**src/rtl/seq5_pkg.sv**
```systemverilog
package seq5_pkg;
  localparam int unsigned STATE_W = 3;
  localparam int unsigned IDX_A = 0;
  localparam int unsigned IDX_B = 1;
  localparam int unsigned IDX_C = 2;
  typedef logic [STATE_W-1:0] code_t;
  localparam code_t RESET_CODE = 3'b000;
endpackage

```
**src/rtl/seq5_toggle_logic.sv**
```systemverilog
module seq5_toggle_logic
  import seq5_pkg::*;
(
  input  code_t q_i,
  input  logic  en_i,
  output code_t tog_o
);
  logic a, b, c;
  code_t t;

  assign a = q_i[IDX_A];
  assign b = q_i[IDX_B];
  assign c = q_i[IDX_C];

  always_comb begin
    t        = '0;
    t[IDX_C] = a ^ c;
    t[IDX_B] = a | ~b | c;
    t[IDX_A] = (~a & b & ~c) | (~b & c);
    tog_o    = en_i ? t : '0;
  end
endmodule

```
**src/rtl/seq5_tff.sv**
```systemverilog
module seq5_tff #(
  parameter logic RST_VAL = 1'b0
) (
  input  logic clk_i,
  input  logic rst_ni,
  input  logic load_i,
  input  logic load_bit_i,
  input  logic tog_i,
  output logic q_o
);
  always_ff @(posedge clk_i or negedge rst_ni) begin
    if (!rst_ni)      q_o <= RST_VAL;
    else if (load_i)  q_o <= load_bit_i;
    else if (tog_i)   q_o <= ~q_o;
  end
endmodule

```
**src/rtl/seq5_counter.sv**
```systemverilog
module seq5_counter
  import seq5_pkg::*;
(
  input  logic               clk_i,
  input  logic               rst_ni,
  input  logic               en_i,
  input  logic               load_i,
  input  logic [STATE_W-1:0] load_val_i,
  output logic [STATE_W-1:0] state_o
);
  code_t q, tog;

  seq5_toggle_logic u_tog (
    .q_i   (q),
    .en_i  (en_i),
    .tog_o (tog)
  );

  for (genvar i = 0; i < STATE_W; i++) begin : g_bit
    seq5_tff #(.RST_VAL(RESET_CODE[i])) u_ff (
      .clk_i      (clk_i),
      .rst_ni     (rst_ni),
      .load_i     (load_i),
      .load_bit_i (load_val_i[i]),
      .tog_i      (tog[i]),
      .q_o        (q[i])
    );
  end

  assign state_o = q;
endmodule

```
**config.mk**
```make
export PLATFORM = sky130hd
export DESIGN_NAME = seq5_counter
export DESIGN_NICKNAME = d
export VERILOG_FILES = /design/src/rtl/seq5_pkg.sv /design/src/rtl/seq5_toggle_logic.sv /design/src/rtl/seq5_tff.sv /design/src/rtl/seq5_counter.sv
export SDC_FILE = /design/constraint.sdc
export NUM_CORES = 1
export LEC_CHECK = 0
export BUFFER_PORTS_ARGS = -buffer_cell sky130_fd_sc_hd__buf_2
export CAP_MARGIN = 20
export CORE_AREA = 5 5 42 44
export DETAILED_ROUTE_END_ITERATION = 10
export DIE_AREA = 0 0 47 49
export PLACE_DENSITY = 0.43
export SLEW_MARGIN = 20
export SYNTH_ARGS = -nofsm -noshare
export SYNTH_HDL_FRONTEND = slang
export SYNTH_SLANG_ARGS = --single-unit
```
**constraint.sdc**
```tcl
create_clock -name clk_i -period 2.02 [get_ports clk_i]
set_clock_uncertainty 0.1 [all_clocks]
set_input_delay 0.202 -clock clk_i [delete_from_list [all_inputs] [get_ports clk_i]]
set_output_delay 0.202 -clock clk_i [all_outputs]
set_load 0.01 [all_outputs]
```
==> metrics <==
status=complete, no violations; largest net degree at the start of global routing=7; number of port buffers=9; Peak supply drop=206 uV; clk sinks=3; maximum clock path buffer count=2; GRT overflow=0; Mapped Nets=27; DIE AREA=2300 um^2; final worst path period share=0.549; number of global-route vias before repair=163; design area=262 um^2; synth unique cells=11; Tot GR Track Use=0.0438; CTS tree=yes; Crit path max-delay family=flip-flops; die width=47 um; non-filler instance count after layout=47; slowest cell delay on critical path=0.42 ns; measured slew at the worst slew-check pin=0.174 ns; clock-pin slew on the worst setup and hold paths=0.04 ns; # DRC=0; number of max-cap violations=0; Hold Path Sink=g_bit[1].u_ff.q_o; sequential share of the synthesized area=0.411; unrepaired setup endpoints after global routing=no; Slowest cell on crit path=dfrtp_1; fillers=166; clk_lat worst skew=0.23 ns; Initial Utilization=0.130; Synth-to-Final Area Change=43.2%; WP data arrival=0.81 ns; Placed Cells=42; nets=39; Worst R2R Setup Slack=0.92 ns; Max-slew headroom=0.883; Post CTS Setup Buffer Count=0; drt via density=3.66; H-tree lvl count=1; io pins=10; die height=49 um; Row Count=14; crit start category=register; number of hold violations in the final report=0; CP max FO=6; CP Data Required Time=1.72 ns; total core area=1400 um^2; HP Start=load_val_i[1]; worst reg2reg path endpoint=g_bit[0].u_ff.q_o; Largest Register=g_bit.u_ff.q_o; mapped cell area=183 um^2; Synth Instances=20; Via Count=172; routed len/inst=8.87 um; Initial DRC Count=7; TritonRoute pass-1 iters=4; Yosys reg bits=3; worst hold path stage count=3; global-route wire length before repair=676 um; Critical Path Start=g_bit[2].u_ff.q_o; sum of buffers and inverters on the critical path=1; Power Dens Cells=842 nW/um^2; final setup fails=0; Crit. End Element=output pin; Max Clk Rate=0.901 GHz; Setup TNS Final=0 ns; Ant. Diodes=0; Routed WL=417 um; CTS Buf Count=3; critical path, cell by cell=buf_2; share of cells above drive strength 1=0.452; minimum clock period=1.11 ns; DRT antenna net count=0; GPL Wtd Cong=0.647; Lkg Pwr=0.000119 uW; initial antenna violation count=0; max reg flops=3; Tightest Hold Check Type=in2reg; CP Class=reg2out; r2r startpoint=g_bit[2].u_ff.q_o; Final Max Slew Viols=0; synthesized area per cell=9.13 um^2; CTS root buffer=clkbuf_4; Largest regs=g_bit.u_ff.q_o x3; Worst R2R Path Depth=3; DP Area=225 um^2; Yosys warning count=0
worst max-delay path by stage:
stage | endpoint | slack [ns] | cells after the start
after floorplan | g_bit[0].u_ff.q_o | 0.98 | 3
after global placement | g_bit[0].u_ff.q_o | 0.93 | 3
after detailed placement | g_bit[0].u_ff.q_o | 0.93 | 3
after CTS | state_o[0] | 0.90 | 1
after global routing | state_o[0] | 0.88 | 1
final | state_o[2] | 0.91 | 1
synthesized netlist by cell type, drive strengths merged:
master | instances | area [um^2]
a21oi | 2 | 13.8
buf | 3 | 22.5
mux2i | 1 | 10.0
o21ai | 3 | 15.0
dfrtp | 3 | 75.1
or2 | 1 | 6.26
o211ai | 1 | 7.51
nand3 | 1 | 5.00
nand2 | 4 | 15.0
o31ai | 1 | 12.5
layout make-up:
class / instances / area [um^2] / share of cell area
Clock buffer: 4 / 26.3 / 0.100
Multi-Input combinational cell: 14 / 85.1 / 0.325
Sequential cell: 3 / 75.1 / 0.287
Tap cell: 16 / 20.0 / 0.0766
Timing Repair Buffer: 10 / 55.1 / 0.211
cell usage in the layout (no fill, tap or decap):
cell type	instances
a21oi_1	1
a21oi_2	1
buf_2	9
clkbuf_1	1
clkbuf_4	3
dfrtp_1	3
dlygate4sd3_1	1
mux2i_1	1
nand2_1	4
nand3_1	1
o211ai_1	1
o21ai_0	3
o31ai_2	1
or2_1	1
worst min-delay path: cells and delay by family:
family                 cells  cell delay (ns)
AO/OA/AOI/OAI              1             0.06
buffers and inverters      1             0.08
AND/OR/NAND/NOR            1             0.04
report_power, final:
part | internal, uW | switching (uW) | leakage [uW]
Clock | 73.9 | 29.7 | 0.0000150
Sequential | 67.4 | 9.46 | 0.0000358
Combinational | 19.8 | 19.8 | 0.0000688
Total | 161 | 59.0 | 0.000119
per-stage QoR:
stage           util  power (uW)  worst slack [ns]  hold WS [ns]
6_report       0.187         220             0.910        0.0844
4_1_cts        0.187         225             0.904        0.0752
3_3_place_gp   0.161         116             0.929       -0.0968
5_1_grt        0.187         231             0.876        0.0961
3_5_place_dp   0.161         116             0.927       -0.0983
2_1_floorplan      -         106             0.975        -0.194
cells by family after synthesis:
group,Yosys count,synth area share
compound gates,7,0.267
buf+inv,3,0.123
flops,3,0.411
mux,1,0.0548
simple gates,6,0.144
metal layers:
layer	global-route usage	up-vias	wire length, um
met5	0	-	0
met4	0.0553	0	0
met3	0.0332	0	70
met2	0.0385	10	144
met1	0.0531	73	202
li1	-	89	-
what timing repair did:
action,in CTS,in global routing
gates resized for setup,0,0
hold buffers,1,0
endpoints found under the hold margin,3,0
Power figures use the tool's default switching activity.
